<file path="config.mk">
export PLATFORM = sky130hd
export DESIGN_NAME = pwmt_top
export DESIGN_NICKNAME = d
export VERILOG_FILES = /design/src/rtl/pwmt_pkg.sv /design/src/rtl/pwmt_prescaler.sv /design/src/rtl/pwmt_match_bank.sv /design/src/rtl/pwmt_edge_gen.sv /design/src/rtl/pwmt_top.sv
export SDC_FILE = /design/constraint.sdc
export NUM_CORES = 1
export LEC_CHECK = 0
export CAP_MARGIN = 20
export CORE_MARGIN = 2
export CORE_UTILIZATION = 43
export DETAILED_ROUTE_END_ITERATION = 16
export GPL_ROUTABILITY_DRIVEN = 0
export SYNTH_ARGS = -nofsm -noshare
export SYNTH_HDL_FRONTEND = slang
export SYNTH_SLANG_ARGS = --single-unit
</file>
<file path="constraint.sdc">
create_clock -name clk -period 3.25 [get_ports clk]
set_input_delay 0.4875 -clock clk [delete_from_list [all_inputs] [get_ports clk]]
set_output_delay 0.4875 -clock clk [all_outputs]
set_load 0.05 [all_outputs]
</file>
<file path="src/rtl/pwmt_pkg.sv">
package pwmt_pkg;

    typedef enum logic [1:0] {
        ST_STOP  = 2'd0,
        ST_RUN   = 2'd1,
        ST_CLEAR = 2'd2
    } cnt_state_t;

    localparam int A_FLAG = 0;
    localparam int A_CTL  = 1;
    localparam int A_TC   = 2;
    localparam int A_PR   = 3;
    localparam int A_PC   = 4;
    localparam int A_MCR  = 5;
    localparam int A_PCR  = 6;
    localparam int A_LER  = 7;
    localparam int A_MR0  = 8;

    // flag bit for match channel n: low four sit at the bottom, rest skip a nibble
    function automatic int flag_pos(input int n);
        return (n < 4) ? n : n + 4;
    endfunction

endpackage

</file>
<file path="src/rtl/pwmt_prescaler.sv">
module pwmt_prescaler #(
    parameter int DW = 32
) (
    input  logic          clk,
    input  logic          rst_n,
    input  logic          run,
    input  logic          clear,
    input  logic [DW-1:0] limit,
    output logic [DW-1:0] pc,
    output logic          tick
);

    assign tick = run && (pc == limit);

    always_ff @(posedge clk or negedge rst_n) begin
        if (!rst_n) begin
            pc <= '0;
        end else if (clear || tick) begin
            pc <= '0;
        end else if (run) begin
            pc <= pc + 1'b1;
        end
    end

endmodule

</file>
<file path="src/rtl/pwmt_match_bank.sv">
module pwmt_match_bank #(
    parameter int DW  = 32,
    parameter int NCH = 7
) (
    input  logic                    clk,
    input  logic                    rst_n,
    input  logic [NCH-1:0]          wr_sel,
    input  logic [DW-1:0]           wdata,
    input  logic                    shadow_mode,
    input  logic                    load,
    input  logic [NCH-1:0]          latch_en,
    input  logic                    tick,
    input  logic [DW-1:0]           tc,
    output logic [NCH-1:0][DW-1:0]  shd,
    output logic [NCH-1:0]          hit
);

    logic [NCH-1:0][DW-1:0] act;

    for (genvar g = 0; g < NCH; g++) begin : g_ch
        always_ff @(posedge clk or negedge rst_n) begin
            if (!rst_n) begin
                shd[g] <= '0;
                act[g] <= '0;
            end else begin
                if (wr_sel[g]) begin
                    shd[g] <= wdata;
                end
                if (wr_sel[g] && !shadow_mode) begin
                    act[g] <= wdata;
                end else if (load && latch_en[g]) begin
                    act[g] <= shd[g];
                end
            end
        end

        assign hit[g] = tick && (tc == act[g]);
    end

endmodule

</file>
<file path="src/rtl/pwmt_edge_gen.sv">
module pwmt_edge_gen #(
    parameter int NCH = 7
) (
    input  logic           clk,
    input  logic           rst_n,
    input  logic [NCH-1:0] hit,
    input  logic           restart,
    input  logic [NCH-1:0] dual,
    output logic [NCH-1:0] lvl
);

    assign lvl[0] = 1'b0;

    for (genvar g = 1; g < NCH; g++) begin : g_out
        if (g == 1) begin : g_single_only
            always_ff @(posedge clk or negedge rst_n) begin
                if (!rst_n)       lvl[g] <= 1'b0;
                else if (restart) lvl[g] <= 1'b1;
                else if (hit[g])  lvl[g] <= 1'b0;
            end
        end else begin : g_either
            always_ff @(posedge clk or negedge rst_n) begin
                if (!rst_n) begin
                    lvl[g] <= 1'b0;
                end else if (dual[g]) begin
                    if (hit[g])          lvl[g] <= 1'b0;
                    else if (hit[g-1])   lvl[g] <= 1'b1;
                end else begin
                    if (restart)         lvl[g] <= 1'b1;
                    else if (hit[g])     lvl[g] <= 1'b0;
                end
            end
        end
    end

endmodule

</file>
<file path="src/rtl/pwmt_top.sv">
module pwmt_top
    import pwmt_pkg::*;
#(
    parameter int DW  = 32,
    parameter int NCH = 7,
    parameter int AW  = 4
) (
    input  logic          clk,
    input  logic          rst_n,
    input  logic          reg_we,
    input  logic [AW-1:0] reg_addr,
    input  logic [DW-1:0] reg_wdata,
    output logic [DW-1:0] reg_rdata,
    output logic          irq,
    output logic [NCH-2:0] pwm_out
);

    localparam int FW = flag_pos(NCH - 1) + 1;
    localparam int MW = 3 * NCH;
    localparam logic [NCH-1:0] DUAL_OK = {{(NCH-2){1'b1}}, 2'b00};
    localparam logic [NCH-1:0] ENA_OK  = {{(NCH-1){1'b1}}, 1'b0};

    cnt_state_t st_q, st_d;
    logic run, clear;

    logic          ctl_en_q, ctl_rst_q, ctl_pwm_q;
    logic [DW-1:0] pr_q, pc, tc_q;
    logic [MW-1:0] mcr_q;
    logic [NCH-1:0] dual_q, ena_q, ler_q;
    logic [FW-1:0] flag_q, flag_set, flag_clr;

    logic tick;
    logic [NCH-1:0] hit, rst_en, stop_en, int_en, evt, wr_sel, lvl;
    logic [NCH-1:0][DW-1:0] shd;
    logic rst_hit, stop_hit, restart;

    function automatic logic wr_at(input int a);
        return reg_we && (reg_addr == AW'(a));
    endfunction

    // match action decode
    always_comb begin
        for (int n = 0; n < NCH; n++) begin
            int_en[n]  = mcr_q[3*n];
            rst_en[n]  = mcr_q[3*n+1];
            stop_en[n] = mcr_q[3*n+2];
            wr_sel[n]  = wr_at(A_MR0 + n);
        end
    end

    assign evt      = hit & int_en;
    assign rst_hit  = |(hit & rst_en);
    assign stop_hit = |(hit & stop_en);
    assign restart  = rst_hit || clear;

    // counter state register
    always_ff @(posedge clk or negedge rst_n) begin
        if (!rst_n) st_q <= ST_STOP;
        else        st_q <= st_d;
    end

    always_comb begin
        st_d = st_q;
        unique case (st_q)
            ST_STOP: begin
                if (ctl_rst_q)     st_d = ST_CLEAR;
                else if (ctl_en_q) st_d = ST_RUN;
            end
            ST_RUN: begin
                if (ctl_rst_q)                    st_d = ST_CLEAR;
                else if (stop_hit || !ctl_en_q)   st_d = ST_STOP;
            end
            ST_CLEAR: begin
                if (!ctl_rst_q) st_d = ctl_en_q ? ST_RUN : ST_STOP;
            end
            default: st_d = ST_STOP;
        endcase
    end

    // state outputs
    always_comb begin
        run   = 1'b0;
        clear = 1'b0;
        unique case (st_q)
            ST_RUN:   run   = 1'b1;
            ST_CLEAR: clear = 1'b1;
            default: ;
        endcase
    end

    // timer counter
    always_ff @(posedge clk or negedge rst_n) begin
        if (!rst_n)             tc_q <= '0;
        else if (clear)         tc_q <= '0;
        else if (tick) begin
            if (rst_hit)        tc_q <= '0;
            else if (!stop_hit) tc_q <= tc_q + 1'b1;
        end
    end

    // configuration registers
    always_ff @(posedge clk or negedge rst_n) begin
        if (!rst_n) begin
            ctl_en_q  <= 1'b0;
            ctl_rst_q <= 1'b0;
            ctl_pwm_q <= 1'b0;
            pr_q      <= '0;
            mcr_q     <= '0;
            dual_q    <= '0;
            ena_q     <= '0;
            ler_q     <= '0;
        end else begin
            if (wr_at(A_CTL)) begin
                ctl_en_q  <= reg_wdata[0];
                ctl_rst_q <= reg_wdata[1];
                ctl_pwm_q <= reg_wdata[3];
            end
            if (stop_hit) ctl_en_q <= 1'b0;
            if (wr_at(A_PR))  pr_q  <= reg_wdata;
            if (wr_at(A_MCR)) mcr_q <= reg_wdata[MW-1:0];
            if (wr_at(A_PCR)) begin
                dual_q <= reg_wdata[NCH-1:0] & DUAL_OK;
                ena_q  <= reg_wdata[8 +: NCH] & ENA_OK;
            end
            if (rst_hit)      ler_q <= '0;
            if (wr_at(A_LER)) ler_q <= reg_wdata[NCH-1:0];
        end
    end

    // interrupt flags, event beats clear
    always_comb begin
        flag_set = '0;
        for (int n = 0; n < NCH; n++) flag_set[flag_pos(n)] = evt[n];
        flag_clr = wr_at(A_FLAG) ? reg_wdata[FW-1:0] : '0;
    end

    always_ff @(posedge clk or negedge rst_n) begin
        if (!rst_n) flag_q <= '0;
        else        flag_q <= (flag_q & ~flag_clr) | flag_set;
    end

    assign irq     = |flag_q;
    assign pwm_out = lvl[NCH-1:1] & ena_q[NCH-1:1] & {(NCH-1){ctl_pwm_q}};

    pwmt_prescaler #(.DW(DW)) u_pre (
        .clk   (clk),
        .rst_n (rst_n),
        .run   (run),
        .clear (clear),
        .limit (pr_q),
        .pc    (pc),
        .tick  (tick)
    );

    pwmt_match_bank #(.DW(DW), .NCH(NCH)) u_bank (
        .clk         (clk),
        .rst_n       (rst_n),
        .wr_sel      (wr_sel),
        .wdata       (reg_wdata),
        .shadow_mode (ctl_pwm_q),
        .load        (rst_hit),
        .latch_en    (ler_q),
        .tick        (tick),
        .tc          (tc_q),
        .shd         (shd),
        .hit         (hit)
    );

    pwmt_edge_gen #(.NCH(NCH)) u_edge (
        .clk     (clk),
        .rst_n   (rst_n),
        .hit     (hit),
        .restart (restart),
        .dual    (dual_q),
        .lvl     (lvl)
    );

    // read mux
    always_comb begin
        reg_rdata = '0;
        case (reg_addr)
            AW'(A_FLAG): reg_rdata = DW'(flag_q);
            AW'(A_CTL):  reg_rdata = DW'({ctl_pwm_q, 1'b0, ctl_rst_q, ctl_en_q});
            AW'(A_TC):   reg_rdata = tc_q;
            AW'(A_PR):   reg_rdata = pr_q;
            AW'(A_PC):   reg_rdata = pc;
            AW'(A_MCR):  reg_rdata = DW'(mcr_q);
            AW'(A_PCR):  reg_rdata = DW'({ena_q, 8'h00}) | DW'(dual_q);
            AW'(A_LER):  reg_rdata = DW'(ler_q);
            default: begin
                for (int n = 0; n < NCH; n++) begin
                    if (reg_addr == AW'(A_MR0 + n)) reg_rdata = shd[n];
                end
            end
        endcase
    end

endmodule

</file>
==> results.py <==
metrics = {
    "worst_setup_path": {
        "end_kind": "register",
        "critPathLaunchType": "register",
        "cp.arrival_ps": 3830,
        "crit_slowest_cell": "dfrtp_1",
        "path_class": "reg -> reg",
        "cp_cell_sequence": "xnor2_1 > nand4_1 > nor4_4 > buf_4 > and3_1 > a211o_1 > buf_4 > o31a_1 > buf_12 > or4_1 > nand2_1",
        "cp.required_ps": 3800,
        "worst_path_most_repeated_cell": "buf_4",
        "path_max_fanout": 25,
        "max_stage_delay_ps": 630,
    },
    "clock_tree": {
        "cts_sinks": 605,
        "clockBufferDepth": 3,
        "clk_latency_ps": 630,
        "cts-buffers-inserted": 68,
        "cts_tree": "yes",
        "cts.clk_slew.worst_paths_ps": 60,
        "htreeDepth": 3,
        "clockRootBuffer": "clkbuf_16",
    },
    "floorplan": {
        "io_pins": 78,
        "start_util": 0.4358,
        "num_rows": 97,
        "fp.dieW_um": 271.1,
        "core_area_um2": 70390,
        "die_area_um2": 73500,
        "die_y_um": 271.1,
    },
    "logic_synthesis": {
        "syn_avg_cell_area_um2": 10.84,
        "ys_seq_area_frac": 0.4935,
        "syn_inst": 2830,
        "synth_top_area_frac": 0.4935,
        "synth_edf_count": 0,
        "synth_warnings": 0,
        "yosys.cell_types.count": 50,
        "yosys.area.top_type": "dfrtp_1",
        "ys_ff_latch": 605,
        "synthArstFlopShare": 1.000,
        "syn_nets": 2871,
        "netlist_area_um2": 30680,
        "ys.flop_type": "dfrtp_1",
        "netlist_top_cells_area": "dfrtp_1, mux2_2, mux2i_1",
    },
    "pwr": {
        "pwr-share-clk": 0.330,
        "p_int_mw": 15.84,
        "p_total_mw": 23.47,
        "worst_ir_drop_vdd_uv": 374.2,
        "pwr-share-seq": 0.458,
        "leakagePower_nw": 17.16,
        "p_switching_mw": 7.635,
        "p_comb_frac": 0.212,
        "power_density_nw_per_um2": 631.2,
        "switching_share": 0.3253,
    },
    "grt": {
        "grt_max_degree": 116,
        "antenna_found_initial": 2,
        "grt_overflow": 0,
        "grt_pass1_vias": 24670,
        "grt_use_total": 0.3210,
        "grt_pass1_wl_mm": 173.1,
    },
    "sta": {
        "slew_headroom": 0.2176,
        "fmax_mhz": 305.4,
        "period_share": 1.008,
        "setup_slack_ps": -24.49,
        "hold_viol_final": 0,
        "post-route-min-period_ps": 3274,
        "worst_pin_slew_ps": 1170,
        "drv_slew": 0,
        "setup_viol": 2,
        "rsz0062_at_grt": "true",
        "fin_skew_ps": 32.31,
    },
    "detailed_routing": {
        "viasPerCell": 6.281,
        "drc": 0,
        "wl_per_cell_um": 29.64,
        "dr.pass1.iters": 9,
        "vias": 25270,
        "totalWireLength_mm": 119.3,
        "ant_nets": 0,
        "first_iter_violations": 3562,
    },
    "finish": {
        "nets": 3072,
        "utilization": 0.5283,
        "drive_gt1_frac": 0.2588,
        "syn2layout_area_growth_pct": 21.21,
    },
    "hold_path": {
        "hold_path_class": "in -> async",
    },
    "place": {
        "post-dp-hpwl_mm": 86.49,
        "portBuffers": 77,
    },
    "run_status": {
        "outcome": "finished with violations",
        "violations": "negative setup slack",
    },
    "run": {
        "max-cap-violations": 0,
    },
}
==> cells by family (layout without fill, tap and decap cells) <==
| group | after synthesis | count (layout) | share of synthesized area |
|---|---|---|---|
| simple gates | 640 | 640 | 0.1006 |
| flops | 605 | 605 | 0.4935 |
| compound gates | 528 | 528 | 0.1083 |
| mux | 520 | 520 | 0.1815 |
| xor+xnor | 284 | 284 | 0.08108 |
| buf+inv | 251 | 504 | 0.03426 |
| fa+ha+maj | 2 | 2 | 0.0008156 |
| other cells | 0 | 1 | 0 |
==> repair_timing <==
| item | in CTS | in global routing |
|---|---|---|
| pin swaps | 0 | 1 |
| hold buffers | 1 | 0 |
| endpoints found under the hold margin | 28 | 0 |
| setup endpoints to repair | 245 | 237 |
| gates resized for setup | 27 | 20 |
| setup buffers | 0 | 0 |
==> metrics by stage <==
stage / setup slack (ps) / TNS (ps) / hold WS [ps] / instance area, um2 / instances
2_1_floorplan: 10.00 / 0 / 191.9 / 30680 / 2830
5_1_grt: -56.27 / -584.8 / 367.9 / 37180 / 4023
3_3_place_gp: -274.9 / -15840 / 413.1 / 34740 / 3900
3_5_place_dp: -257.9 / -10500 / 406.5 / 34740 / 3900
4_1_cts: 3.809 / 0 / 344.7 / 37060 / 4023
6_report: -24.49 / -41.87 / 349.1 / 37190 / 4024
==> flip-flops by register name, summed over array words and instances (netlist names) <==
| signal | cells |
|---|---|
| st_q | 2 |
| ctl_rst_q | 1 |
| pr_q | 32 |
| tc_q | 32 |
| u_pre.pc | 32 |
| ctl_en_q | 1 |
| mcr_q | 21 |
| dual_q | 5 |
| u_edge.lvl | 6 |
| flag_q | 11 |
| ler_q | 7 |
| ctl_pwm_q | 1 |
| u_bank.act | 224 |
| u_bank.shd | 224 |
| ena_q | 6 |
==> synth_stat cells, types with 49 or more instances <==
| master | count |
|---|---|
| a21oi_1 | 269 |
| a22oi_1 | 99 |
| buf_2 | 56 |
| clkbuf_1 | 132 |
| dfrtp_1 | 605 |
| mux2_2 | 290 |
| mux2i_1 | 230 |
| nand2_1 | 73 |
| nand3_1 | 49 |
| nand4_1 | 71 |
| nor2_1 | 289 |
| xnor2_1 | 170 |
| xor2_1 | 114 |
==> worst max-delay path: cells and delay by family, from the launching register on <==
family / cells / cell delay [ps]
and+or+nand+nor: 5 / 1250
DFF: 1 / 630
AOI/OAI and AO/OA: 2 / 620
buffers and inverters: 3 / 490
xor gates and xnor gates: 1 / 170
==> final timing paths <==
path	start	end	slack [ps]	cells after the start
max in group asynchronous	rst_n	tc_q[5]	1830	3
max reg2reg	tc_q[13]	tc_q[7]	-20	11
min	rst_n	pr_q[29]	350	2
min reg2reg	st_q[0]	st_q[0]	520	1
max	tc_q[13]	tc_q[7]	-20	11
min in group clk	st_q[0]	st_q[0]	520	1
==> cells in the final DEF, fill, tap and decap left out, drive strengths merged, types with 5 or more instances in the layout <==
cell	instances
a22oi	99
buf	328
a222oi	16
a21oi	269
nor3	13
nand2	73
nor4	36
nand3	49
or3	17
clkbuf	102
mux2	290
nand4	71
nand2b	11
o31ai	6
nor2	289
a21boi	5
clkinv	14
o22ai	5
mux2i	230
a221oi	24
or4	16
clkdlybuf4s50	40
and2	6
xnor2	170
a22o	26
and3	35
or2	8
and4	11
inv	11
a31oi	19
xor2	114
dfrtp	605
o21ai	26
o211ai	17
a31o	7
==> power by group through the flow <==
stage	Combinational (mW)	Clock (mW)	Sequential, mW
final	4.98	7.74	10.8
after detailed placement	4.82	0	10.8
after floorplan	2.93	0	10.0
after CTS	4.86	7.80	10.7
after global routing	5.27	8.09	10.8
after global placement	4.72	0	10.7
==> cell type report <==
type	instances	area, um2
Sequential cell	605	15140
Timing Repair Buffer	373	3804
Tap cell	940	1176
Clock inverter	20	185.2
Clock buffer	102	2013
Multi-Input combinational cell	1974	14830
Fill cell	6163	33210
Antenna cell	1	2.502
Inverter	9	33.78
==> layer usage <==
layer	routed length, um	vias to the layer above	share of wire	track usage
met5	15	-	0.00013	0
met4	6439	4	0.054	0.1403
met3	12440	352	0.10	0.07961
met2	52030	1561	0.44	0.4820
met1	48340	12790	0.41	0.4407
li1	-	10570	-	-
Note: power is estimated with default switching activity, not from simulation.
